**config.mk**
```make
export PLATFORM = sky130hd
export DESIGN_NAME = da_fir_serial
export DESIGN_NICKNAME = d
export VERILOG_FILES = /design/src/rtl/da_fir_pkg.sv /design/src/rtl/da_tap_line.sv /design/src/rtl/da_sum_table.sv /design/src/rtl/da_shift_acc.sv /design/src/rtl/da_fir_serial.sv
export SDC_FILE = /design/constraint.sdc
export NUM_CORES = 1
export LEC_CHECK = 0
export ABC_AREA = 0
export BUFFER_PORTS_ARGS = -buffer_cell sky130_fd_sc_hd__buf_2
export CORE_AREA = 4 4 111 113
export CTS_BUF_LIST = sky130_fd_sc_hd__clkbuf_2
export CTS_CLUSTER_DIAMETER = 150
export DETAILED_ROUTE_END_ITERATION = 10
export DIE_AREA = 0 0 115 117
export GPL_TIMING_DRIVEN = 0
export HOLD_SLACK_MARGIN = 0.15
export PLACE_DENSITY = 0.54
export SLEW_MARGIN = 30
export SYNTH_ARGS = -nofsm -noshare
export SYNTH_HDL_FRONTEND = slang
export SYNTH_SLANG_ARGS = --single-unit
```
**constraint.sdc**
```tcl
create_clock -name clk -period 6.4 [get_ports clk]
set_input_delay 0.64 -clock clk [delete_from_list [all_inputs] [get_ports clk]]
set_output_delay 0.64 -clock clk [all_outputs]
set_load 0.02 [all_outputs]
```
**src/rtl/da_fir_pkg.sv**
```systemverilog
package da_fir_pkg;

   typedef enum logic {
      FIR_IDLE = 1'b0,
      FIR_RUN  = 1'b1
   } fir_state_e;

   // width of any subset sum of ntaps signed coefficients of cw bits
   function automatic int subset_sum_width(input int cw, input int ntaps);
      return cw + $clog2(ntaps);
   endfunction

endpackage

```
**src/rtl/da_tap_line.sv**
```systemverilog
module da_tap_line #(
   parameter int NTAPS = 4,
   parameter int DW    = 8
) (
   input  logic                   clk,
   input  logic                   rst,
   input  logic                   shift_en,
   input  logic [DW-1:0]          din,
   output logic [NTAPS*DW-1:0]    taps_flat
);

   logic [DW-1:0] tap_q [NTAPS];

   for (genvar t = 0; t < NTAPS; t++) begin : g_tap
      if (t == 0) begin : g_head
         always_ff @(posedge clk) begin
            if (rst)           tap_q[t] <= '0;
            else if (shift_en) tap_q[t] <= din;
         end
      end else begin : g_body
         always_ff @(posedge clk) begin
            if (rst)           tap_q[t] <= '0;
            else if (shift_en) tap_q[t] <= tap_q[t-1];
         end
      end
      assign taps_flat[t*DW +: DW] = tap_q[t];
   end

   // delay line must stay frozen unless a sample was accepted
   assert_hold_taps_R2: assert property (@(posedge clk) disable iff (rst)
      !shift_en |=> $stable(taps_flat))
      else $error("delay line moved without an accepted sample");

endmodule

```
**src/rtl/da_sum_table.sv**
```systemverilog
module da_sum_table #(
   parameter int                  NTAPS    = 4,
   parameter int                  CW       = 8,
   parameter int                  TW       = 10,
   parameter logic [NTAPS*CW-1:0] COEF_VEC = '0
) (
   input  logic [NTAPS-1:0]      addr,
   output logic signed [TW-1:0]  sum
);

   localparam int ROWS = 1 << NTAPS;

   function automatic logic signed [TW-1:0] row_value(input int a);
      logic signed [TW-1:0] acc;
      acc = '0;
      for (int t = 0; t < NTAPS; t++) begin
         if (((a >> t) & 1) == 1)
            acc = acc + TW'($signed(COEF_VEC[t*CW +: CW]));
      end
      return acc;
   endfunction

   logic signed [TW-1:0] rom [ROWS];

   for (genvar a = 0; a < ROWS; a++) begin : g_row
      assign rom[a] = row_value(a);
   end

   assign sum = rom[addr];

endmodule

```
**src/rtl/da_shift_acc.sv**
```systemverilog
module da_shift_acc #(
   parameter int TW = 10,
   parameter int DW = 8,
   parameter int IW = 3,
   parameter int OW = 18
) (
   input  logic                  clk,
   input  logic                  rst,
   input  logic                  clear,
   input  logic                  step,
   input  logic                  sign_slice,
   input  logic [IW-1:0]         bit_idx,
   input  logic signed [TW-1:0]  term,
   output logic [OW-1:0]         result
);

   localparam int HW = TW + 1;

   logic signed [HW-1:0] hi_q;
   logic [DW-2:0]        lo_q;
   logic signed [HW:0]   term_x;
   logic signed [HW:0]   s;
   logic signed [HW-1:0] hi_nxt;
   logic [OW:0]          full_nxt;

   always_comb begin
      term_x   = (HW+1)'(term);
      s        = $signed({hi_q[HW-1], hi_q}) + (sign_slice ? -term_x : term_x);
      hi_nxt   = s[HW:1];
      full_nxt = {hi_nxt, s[0], lo_q};
   end

   always_ff @(posedge clk) begin
      if (rst || clear) begin
         hi_q <= '0;
         lo_q <= '0;
      end else if (step) begin
         hi_q <= hi_nxt;
         if (!sign_slice) lo_q[bit_idx] <= s[0];
      end
   end

   assign result = full_nxt[OW-1:0];

   // the final sum must fit in OW bits: the spare top bit is a pure sign copy
   assert_no_overflow_R5: assert property (@(posedge clk) disable iff (rst)
      (step && sign_slice) |-> (full_nxt[OW] == full_nxt[OW-1]))
      else $error("full-precision sum exceeds output width");

endmodule

```
**src/rtl/da_fir_serial.sv**
```systemverilog
module da_fir_serial
   import da_fir_pkg::*;
#(
   parameter int                  NTAPS    = 4,
   parameter int                  DW       = 8,
   parameter int                  CW       = 8,
   parameter logic [NTAPS*CW-1:0] COEF_VEC = 32'h0C07FB03,
   localparam int                 TW       = subset_sum_width(CW, NTAPS),
   localparam int                 OW       = DW + TW
) (
   input  logic            clk,
   input  logic            rst,
   input  logic            in_valid,
   input  logic [DW-1:0]   in_data,
   output logic            in_ready,
   output logic            out_valid,
   output logic [OW-1:0]   out_data
);

   localparam int IW = $clog2(DW);

   if (NTAPS < 2 || NTAPS > 10) begin : g_bad_taps
      $error("NTAPS must lie in 2..10");
   end
   if (DW < 2) begin : g_bad_dw
      $error("DW must be at least 2");
   end
   if (CW < 2) begin : g_bad_cw
      $error("CW must be at least 2");
   end

   fir_state_e            st_q;
   logic [IW-1:0]         bit_q;
   logic                  accept;
   logic                  last;
   logic                  running;
   logic [NTAPS*DW-1:0]   taps_flat;
   logic [NTAPS-1:0]      slice_addr;
   logic signed [TW-1:0]  row_sum;
   logic [OW-1:0]         acc_result;

   assign in_ready = (st_q == FIR_IDLE);
   assign accept   = in_valid && in_ready;
   assign running  = (st_q == FIR_RUN);
   assign last     = (bit_q == IW'(DW-1));

   da_tap_line #(.NTAPS(NTAPS), .DW(DW)) u_taps (
      .clk      (clk),
      .rst      (rst),
      .shift_en (accept),
      .din      (in_data),
      .taps_flat(taps_flat)
   );

   // one bit position from every tap forms the table address
   for (genvar t = 0; t < NTAPS; t++) begin : g_slice
      assign slice_addr[t] = taps_flat[t*DW + int'(bit_q)];
   end

   da_sum_table #(.NTAPS(NTAPS), .CW(CW), .TW(TW), .COEF_VEC(COEF_VEC)) u_table (
      .addr(slice_addr),
      .sum (row_sum)
   );

   da_shift_acc #(.TW(TW), .DW(DW), .IW(IW), .OW(OW)) u_acc (
      .clk       (clk),
      .rst       (rst),
      .clear     (accept),
      .step      (running),
      .sign_slice(last),
      .bit_idx   (bit_q),
      .term      (row_sum),
      .result    (acc_result)
   );

   always_ff @(posedge clk) begin
      if (rst) begin
         st_q      <= FIR_IDLE;
         bit_q     <= '0;
         out_valid <= 1'b0;
         out_data  <= '0;
      end else begin
         out_valid <= 1'b0;
         if (accept) begin
            st_q  <= FIR_RUN;
            bit_q <= '0;
         end else if (running) begin
            if (last) begin
               st_q      <= FIR_IDLE;
               out_valid <= 1'b1;
               out_data  <= acc_result;
            end else begin
               bit_q <= bit_q + 1'b1;
            end
         end
      end
   end

   assert_reset_idle_R1: assert property (@(posedge clk)
      $past(rst) |-> (in_ready && !out_valid))
      else $error("not idle after reset");

   assert_valid_pulse_R3: assert property (@(posedge clk) disable iff (rst)
      out_valid |=> !out_valid)
      else $error("result strobe longer than one cycle");

   assert_bit_advance_R3: assert property (@(posedge clk) disable iff (rst)
      (running && !last) |=> (running && bit_q == IW'($past(bit_q) + 1'b1)))
      else $error("bit position skipped or pass cut short");

   assert_busy_after_accept_R7: assert property (@(posedge clk) disable iff (rst)
      accept |=> !in_ready)
      else $error("ready high right after acceptance");

   assert_ready_with_result_R7: assert property (@(posedge clk) disable iff (rst)
      out_valid |-> in_ready)
      else $error("ready low while result presented");

endmodule

```
# Word-level counts from Yosys, hierarchy flattened
# Memory sizes are Yosys's and may differ from the RTL's.
# Cells that the tools add are included.
# totals
regBits,41
mem_bits_rw,32
romBits,160
in_bits,11
out_inout_bits,20
wordCells,67
mem_count,2
# classes
addsub,6
n_lt_le_gt_ge,7
n_eq_ne,1
muxes,30
n_bitwise,8
reduce_logical,7
# mem_list
name,words,width,read_ports,rd_clocked_by_memory_dff,wr,line,source
(name not given),16,10,1,0,0,da_sum_table.sv:29,assign sum = rom[addr];
u_taps.tap_q,4,8,4,0,4,da_tap_line.sv:12,logic [DW-1:0] tap_q [NTAPS];
# op_table
cell,n
$mux 8,4
$mux 10,2
$mux 1,17
$bmux 1 s5,3
$add 11x12->12,1
$add 5x3->6 const A,2
$lt 6x6->1 const B,2
$mux 12,1
$neg 10->12,1
$bwmux 7,1
$lt 3x6->1 const B,1
$lt 5x6->1 const B,1
$add 4x3->5 const A,1
$ge 5x5->1 const B,1
$not 4->5,1
$lt 3x4->1 const B,1
$or 1x1->1,4
$add 3x1->3 const B,1
$bmux 1 s3,1
$demux 1 s3,1
$eq 3x3->1 const B,1
$ge 3x1->1 const B,1
$not 1->1,3
$reduce_and 3->1,1
other kinds (5),6

# Depth between registers and ports, before layout
# Gate-level depths: netlist (run 1).
# depth
word_depth,12
mapped_depth,22
depth_no_buf,21

# Cells and area by module
# From an unflattened synthesis (run 1), not the netlist that was laid out.
# unflattened
hier_cells,391
hier_area_um2,4130.2
# modules_own_cells
mod,n_inst,cells_each,area_each_um2,seq_area_each_um2
da_shift_acc,1,178,1495.2,360.3
da_tap_line,1,71,1302.5,960.9
da_fir_serial,1,118,1117.3,460.4
da_sum_table,1,24,215.2,0.0

# Least setup slack after synthesis (run 1)
# Ideal clock, no wire load.
# synth_timing
path_kind,register -> register
start,reg bit_q[0]
end,reg u_acc.hi_q[10]
setup_ns,0.132
arrival_time_ns,4.723
required_time_ns,6.268
setup_slack_ns,1.544
path_stages_with_launch,22
path_buffers,1
synth_period_minus_slack_ns,4.856
path_cell_list,dfxtp_1 buf_2 mux4_2 mux2i_1 inv_1 ha_1 mux2_2 mux2i_4 nor2_2 and2_1 ha_1 inv_1 mux2i_1 ha_1 o21ai_0 a21oi_1 a2111oi_0 o31ai_1 and4_1 a221oi_2 a21o_1 a21oi_1
# synth_via
elab_chain_len,11
elab_cells_between_ends,22
cone_classes,add/sub (5); eq/ne (1); mux (14); bitwise (1); memory (1)
# synth_rtl
item,line,source
start: declaration,da_fir_serial.sv:33,logic [IW-1:0] bit_q;
start signal: assignment,da_fir_serial.sv:93,bit_q <= bit_q + 1'b1;
$add 5x3->6 / $add 4x3->5 (equally long branches),da_fir_serial.sv:57,assign slice_addr[t] = taps_flat[t*DW + int'(bit_q)];
$bmux 1 s5,da_fir_serial.sv:57,
$mux 1 (implied by the code) (2 in series),da_fir_serial.sv:57,
$not 4->5 (implied by the code),da_sum_table.sv:29,
$mem_v2 16x10,-,
$mux 10 (implied by the code) (2 in series),da_sum_table.sv:29,
$neg 10->12,da_shift_acc.sv:28,"s = $signed({hi_q[HW-1], hi_q}) + (sign_slice ? -term_x : term_x);"
$mux 12 (*),da_shift_acc.sv:28,
$add 11x12->12 (*),da_shift_acc.sv:28,
end signal: assignment,da_shift_acc.sv:38,hi_q <= hi_nxt;
end: declaration,da_shift_acc.sv:19,logic signed [HW-1:0] hi_q;
# Every way passes the cells marked *; elsewhere a longest branch is shown, timed or not. The select of a mux whose other input is x is not followed.
# A chain may end at the register's enable or synchronous reset.

# Worst setup path after layout (run 1)
# layout_timing
start,reg bit_q[2]
end,reg u_acc.hi_q[10]
# Same word-level chain as after synthesis.

==> impl_metrics.csv, run 1 <==
group,metric,value,unit
cts,clock_latency,0.51,ns
critical_path,critPathMaxStageDelay,0.55,ns
logic_synthesis,synth_edf_count,32,
timing,relSlewSlack,0.555,
cells_and_area,final_nets,448,
global_route,grt_use_total,0.121,
route,drtIter0Drc,167,
logic_synthesis,yosys_warnings,0,
placed_design,dpl.hpwl,5570,um
global_route,first_global_vias,2676,
critical_path,start_kind,"register",
logic_synthesis,synth_cell_type_count,51,
timing,drv_slew,0,
cts,cts_hold_buffers,0,
route,dr.pass1.iters,4,
floorplan,die_h,117,um
critical_path,crit_fanout,10,
global_route,grt_max_degree,27,
cts,tritoncts,"done",
cells_and_area,final_common_cell,"nand2_1",
logic_synthesis,ys_seq_area_frac,0.460,
floorplan,rows,39,
logic_synthesis,ys_seq_elements,73,
floorplan,die_w,115,um
floorplan,initial_utilization,0.343,
timing,clock-skew-final,0.0208,ns
pwr,power.density,218,nW/um^2
cts,cts-root-buf,"clkbuf_2",
worst_hold_path,hold_path_class,"input port to register",
global_route,grt-ovfl-total,0,
placed_design,place_congestion,0.794,
logic_synthesis,synth_nets,406,
timing,finalCritPeriodShare,0.879,
route,ant_nets,0,
pwr,max-vdd-ir-drop,0.120,mV
timing,hold_viol_final,0,
cells_and_area,area_growth,11.8,%
critical_path,regToRegSetupSlack,0.78,ns
cts,clk_pin_slew,0.21,ns
timing,finalSetupViolCount,0,
critical_path,worst-path-buf-inv,4,
route,vias,2663,
cts,post_cts_resize_count,0,
floorplan,dieArea,13500,um^2
critical_path,crit_arrival,6.04,ns
status,outcome,"finished, final reports clean",
floorplan,core,11300,um^2
critical_path,cp_common_cell,"ha_1",
global_route,antenna_found_initial,1,
critical_path,path_class,"register to register",
cts,post-cts-setup-buffers,0,
cts,cts.sinks,73,
critical_path,worstPathRequired,6.81,ns
logic_synthesis,synth_cells,372,
cells_and_area,layout_common_cells,"nand2_1 (48), dfxtp_1 (41), and2_1 (35), buf_2 (34), edfxtp_1 (32)",
timing,tns,0,ns
flow_run,cap_viol_max_count,0,
global_route,grtUsageMet3,0.0257,
route,wirelength,7530,um
pwr,leakagePower,1.76,nW
timing,max_freq,178,MHz
timing,post-route-min-period,5.62,ns
logic_synthesis,synth_area,3880,um^2
global_route,top_usage_layer,"met2",
timing,tightest_slew,0.668,ns
cells_and_area,finish.utilization,0.383,
critical_path,cp_top_family,"compound AO/OA/AOI/OAI gates",
pwr,power.total,0.946,mW
route,wl_per_cell,13.4,um
logic_synthesis,ys.flop_type,"dfxtp_1",
cts,numCtsBuffers,9,
critical_path,cp_cell_sequence,"buf_6 > clkbuf_1 > mux4_2 > mux2i_1 > inv_1 > ha_1 > mux2_2 > mux2i_4 > nor2_2 > and2_1 > ha_1 > inv_1 > mux2i_1 > ha_1 > o21ai_0 > a21oi_1 > a2111oi_0 > o31ai_1 > and4_1 > a221oi_2 > a21o_1 > a21oi_1",
timing,finalWorstSetupSlack,0.777,ns
route,drc,0,
route,viasPerCell,4.73,
placed_design,io_buffers,30,
placed_design,post-place-ws,0.663,ns
floorplan,io_pins,31,
global_route,use_met2,0.205,
timing,rsz0062_at_grt,"false",
cells_and_area,drive_gt1_frac,0.167,
logic_synthesis,synth_async_sr_flop_share,0,
critical_path,crit_path_end_kind,"register",
cts,cts_max_level,3,
critical_path,slowest_stage,"a2111oi_0",
global_route,grt_first_pass_wirelength,12700,um
logic_synthesis,synth_area_per_cell,10.4,um^2
global_route,gr-usage-met1,0.151,
cts,clock_path_buffers,2,
-- power by group --
group,internal (mW),switching [mW],total [mW]
sequential,0.508,0.00812,0.516
clock,0.0893,0.166,0.256
combinational,0.0698,0.104,0.174
total,0.667,0.279,0.946
-- cell families (layout without fill, tap and decap cells) --
| group | after synthesis | after routing | synth area share |
|---|---|---|---|
| multiplexers | 37 | 37 | 0.133 |
| XOR/XNOR | 11 | 11 | 0.0248 |
| buffers and inverters | 34 | 81 | 0.0361 |
| adder cells (fa/ha/maj) | 23 | 23 | 0.0781 |
| flip-flops | 73 | 73 | 0.460 |
| AND/OR/NAND/NOR | 141 | 141 | 0.184 |
| other | 0 | 1 | 0 |
| AO/OA/AOI/OAI | 53 | 53 | 0.0845 |
-- stage by stage --
stage | hold WS (ns) | instances | area [um^2]
6_report | 0.389 | 563 | 4330
5_1_grt | 0.314 | 563 | 4330
4_1_cts | 0.330 | 562 | 4330
3_5_place_dp | 0.446 | 546 | 4220
3_3_place_gp | 0.442 | 545 | 4210
2_1_floorplan | 0.431 | 372 | 3880
-- layer usage --
| layer | vias to the layer above | routed length [um] |
|---|---|---|
| met5 | - | 0 |
| met4 | 0 | 85 |
| met3 | 4 | 227 |
| met2 | 32 | 3670 |
| met1 | 1239 | 3550 |
| li1 | 1388 | - |
-- worst reg2reg max path, delay by kind of cell, from the launching register on --
family	cells	cell delay [ns]
AND/OR/NAND/NOR	3	0.55
flip-flops	1	0.39
buffers and inverters	4	0.72
adder cells (fa/ha/maj)	3	0.79
AO/OA/AOI/OAI	7	1.59
multiplexers	5	1.50
-- final timing paths --
check	from	end	depth (start not counted)
setup / recovery	bit_q[2]	u_acc.hi_q[10]	22
hold / removal	in_data[3]	u_taps.tap_q[0][3]	2
setup reg to reg	bit_q[2]	u_acc.hi_q[10]	22
hold reg to reg	out_data[12]	out_data[12]	2
-- synthesized netlist by cell type, types with 5 or more instances --
cell type / n / area share
a21oi_1: 28 / 0.036
and2_1: 35 / 0.056
clkbuf_1: 15 / 0.015
dfxtp_1: 41 / 0.21
edfxtp_1: 32 / 0.25
ha_1: 21 / 0.068
inv_1: 11 / 0.011
mux2i_1: 22 / 0.057
mux4_2: 8 / 0.046
nand2_1: 48 / 0.046
nor2_1: 23 / 0.022
nor3_1: 6 / 0.0077
o21ai_1: 5 / 0.0065
xnor2_1: 9 / 0.020
-- registers in the layout, indices dropped and copies added, names as in the netlist --
signal,count
u_acc.hi_q,11
out_data,18
bit_q,3
u_acc.lo_q,7
u_taps.tap_q,32
running,1
out_valid,1
-- layout make-up --
cell class,instances,area [um^2]
tap,143,179
clock inverter,6,58.8
clock buffer,10,50.0
buffer,22,96.3
timing repair buffer,31,165
inverter,12,45.0
antenna,1,2.50
fill,1172,6990
multi-input combinational,265,1960
sequential,73,1780
Power figures use the tool's default switching activity.
==> run 2, diff against run 1 <==
--- a/config.mk
+++ b/config.mk
@@ -7,15 +7,16 @@
 export LEC_CHECK = 0
 export ABC_AREA = 0
 export BUFFER_PORTS_ARGS = -buffer_cell sky130_fd_sc_hd__buf_2
-export CORE_AREA = 4 4 111 113
+export CORE_AREA = 4 4 114 116
 export CTS_BUF_LIST = sky130_fd_sc_hd__clkbuf_2
 export CTS_CLUSTER_DIAMETER = 150
 export DETAILED_ROUTE_END_ITERATION = 10
-export DIE_AREA = 0 0 115 117
+export DIE_AREA = 0 0 118 120
 export GPL_TIMING_DRIVEN = 0
 export HOLD_SLACK_MARGIN = 0.15
-export PLACE_DENSITY = 0.54
+export PLACE_DENSITY = 0.55
 export SLEW_MARGIN = 30
 export SYNTH_ARGS = -nofsm -noshare
 export SYNTH_HDL_FRONTEND = slang
+export SYNTH_HIERARCHICAL = 1
 export SYNTH_SLANG_ARGS = --single-unit
==> constraint.sdc (replaced) <==
create_clock -name clk -period 5.35 [get_ports clk]
set_input_delay 0.535 -clock clk [delete_from_list [all_inputs] [get_ports clk]]
set_output_delay 0.535 -clock clk [all_outputs]
set_load 0.02 [all_outputs]
==> run 2 against run 1 <==
Net effect: setup slack worse by 0.34 ns; utilization is 0.098 points higher; non-clock buffer count is 10 higher; clock power is 11% higher; sequential cell count stayed put; clock skew is 0.0071 ns higher; routed wire length is 12% higher; sequential share of layout area is 2.1 points lower.
==> impl_metrics.csv, run 2 <==
group,metric,value,unit
timing,drv_slew,0,
global_route,antenna_found_initial,1,
logic_synthesis,synth_area,4130,um^2
critical_path,worstPathRequired,5.84,ns
global_route,grt-ovfl-total,0,
route,vias,2884,
timing,max_freq,203,MHz
global_route,grt_max_degree,33,
placed_design,dp.cells,568,
cts,cts_hold_buffers,0,
route,wirelength,8420,um
cts,cts-root-buf,"clkbuf_2",
cts,clock_latency,0.56,ns
cells_and_area,layout_common_cells,"nand2_1 (50), dfxtp_1 (41), buf_2 (38), edfxtp_1 (32), a21oi_1 (31)",
pwr,power.density,252,nW/um^2
timing,finalCritPeriodShare,0.919,
floorplan,core,11900,um^2
route,viasPerCell,4.93,
critical_path,crit_path_start,"bit_q[0]",
cells_and_area,top_register,"u_taps/tap_q",
cts,numCtsBuffers,9,
cells_and_area,final_nets,467,
cells_and_area,largestRegisters,"u_taps/tap_q x32, out_data x18, u_acc/hi_q x11",
logic_synthesis,yosys_warnings,6,
route,drtIter0Drc,78,
worst_hold_path,hold_start,"in_data[3]",
pwr,max-vdd-ir-drop,0.109,mV
floorplan,rows,40,
floorplan,initial_utilization,0.347,
global_route,grt_first_pass_wirelength,14100,um
cts,clk_pin_slew,0.23,ns
placed_design,dpl.hpwl,6150,um
critical_path,r2r_start,"bit_q[0]",
logic_synthesis,synth_edf_count,32,
logic_synthesis,ys_seq_area_frac,0.431,
cells_and_area,fin_cells,585,
logic_synthesis,synth_cells,391,
logic_synthesis,ys.flop_type,"dfxtp_1",
logic_synthesis,synth_common_cells,"nand2_1 (50), dfxtp_1 (41), edfxtp_1 (32)",
logic_synthesis,netlist.area_leader.share,0.233,
floorplan,die_h,120,um
cells_and_area,drive_gt1_frac,0.245,
critical_path,start_kind,"register",
placed_design,io_buffers,30,
timing,hold_viol_final,0,
flow_run,cap_viol_max_count,0,
cts,cts.sinks,73,
cts,clock_path_buffers,2,
route,ant_nets,0,
critical_path,crit_fanout,10,
timing,tightest_slew,0.745,ns
cts,cts_max_level,3,
logic_synthesis,ys_seq_elements,73,
logic_synthesis,yosysMostFrequentCell,"nand2_1",
timing,post-route-min-period,4.91,ns
floorplan,io_pins,31,
route,drc,0,
floorplan,die_w,118,um
timing,finalSetupViolCount,0,
floorplan,dieArea,14200,um^2
route,dr.pass1.iters,6,
timing,tns,0,ns
status,outcome,"finished, final reports clean",
cells_and_area,nFillCells,1206,
critical_path,crit_path_end_kind,"register",
logic_synthesis,ys_top_cells_by_area,"edfxtp_1 (23%), dfxtp_1 (20%), ha_1 (7.0%)",
critical_path,path_class,"register to register",
global_route,first_global_vias,2927,
cells_and_area,area_growth,10.7,%
global_route,grt_use_total,0.125,
cells_and_area,final_common_cell,"nand2_1",
pwr,leakagePower,2.00,nW
pwr,power.total,1.15,mW
logic_synthesis,synth_async_sr_flop_share,0,
cells_and_area,finish.utilization,0.384,
worst_hold_path,hold_path_class,"input port to register",
logic_synthesis,synth_nets,426,
logic_synthesis,post-synth-top-area-cell,"edfxtp_1",
placed_design,place_congestion,0.829,
timing,clock-skew-final,0.0279,ns
logic_synthesis,synth_area_per_cell,10.6,um^2
cells_and_area,largest_reg_flops,32,
critical_path,crit_arrival,5.41,ns
timing,rsz0062_at_grt,"false",
logic_synthesis,synth_cell_type_count,49,
timing,relSlewSlack,0.499,
cts,tritoncts,"done",
route,wl_per_cell,14.4,um
## run 2: changes by cell type in the layout (fill, tap and decap cells not counted), sizes merged, moves of 4 or more
cell,delta
and3b,+32
xor2,+4
o21ai,+4
and2,-33
xnor2,+4
buf,+18
clkbuf,-9
mux2i,-12
## run 2: worst max-delay path: stages (launching register included)
cell and delay (ns):
dfxtp_1 0.45, buf_6 0.19, mux4_1 0.58, mux2_2 0.33, inv_1 0.11, ha_1 0.15
inv_1 0.05, mux4_2 0.51, or4_4 0.58, o31ai_1 0.26, xnor2_1 0.17, ha_1 0.30
a21o_1 0.19, a21o_1 0.17, a21o_1 0.19, nor2_1 0.13, xnor2_1 0.17, buf_4 0.15
nand2_1 0.04, a21oi_1 0.12
## run 2: layout make-up
cell class              count  area (um^2)  area share
well taps                 147          184      0.0402
plain buffers              33          206      0.0452
repair buffers             30          150      0.0328
clock inverters             7         53.8      0.0118
diodes                      1         2.50    0.000547
inverters                   8         30.0     0.00657
clock buffers               9         45.0     0.00985
flip-flops and latches     73         1780       0.390
multi-input cells         277         2120       0.463
## run 2: kinds of logic (layout without fill, tap and decap cells)
kind of cell,count (synthesis),after routing,share of synthesized area
AND/OR/NAND/NOR,141,141,0.195
AO/OA/AOI/OAI,66,66,0.100
XOR/XNOR,19,19,0.0403
other,0,1,0
buffers and inverters,41,87,0.0570
flip-flops,73,73,0.431
adder cells (fa/ha/maj),24,24,0.0745
multiplexers,27,27,0.101
## run 2: where the power goes
group / internal, mW / switching [mW]
clock network: 0.0651 / 0.218
logic: 0.115 / 0.135
registers: 0.608 / 0.0121
## run 2: path summary, 6_finish.rpt
path,end,slack [ns],cells after the start
setup / recovery,out_data[17],0.44,19
hold / removal,u_taps/tap_q[0][3],0.26,2
setup reg to reg,out_data[17],0.44,19
hold reg to reg,out_data[8],0.47,2
## run 2: repair_timing
action / 4_1_cts / 5_1_grt
buffers inserted: 0 / 0
endpoints found under the setup margin: 0 / 4
resized for setup: 0 / 4
## run 2: through the flow
stage	setup slack (ns)	hold WS, ns	area (um^2)
CTS	0.0557	0.210	4560
global placement	0.153	0.445	4460
global route	0.0746	0.210	4570
detailed placement	0.0958	0.445	4460
floorplan	0.908	0.431	4130
finish	0.436	0.265	4570
## run 2: routing by layer
metal	vias to the layer above	wire, um	global-route usage
met5	-	0	0
met4	0	138	0.0615
li1	1478	-	-
met3	11	271	0.0278
met1	1358	4020	0.154
met2	37	3980	0.208
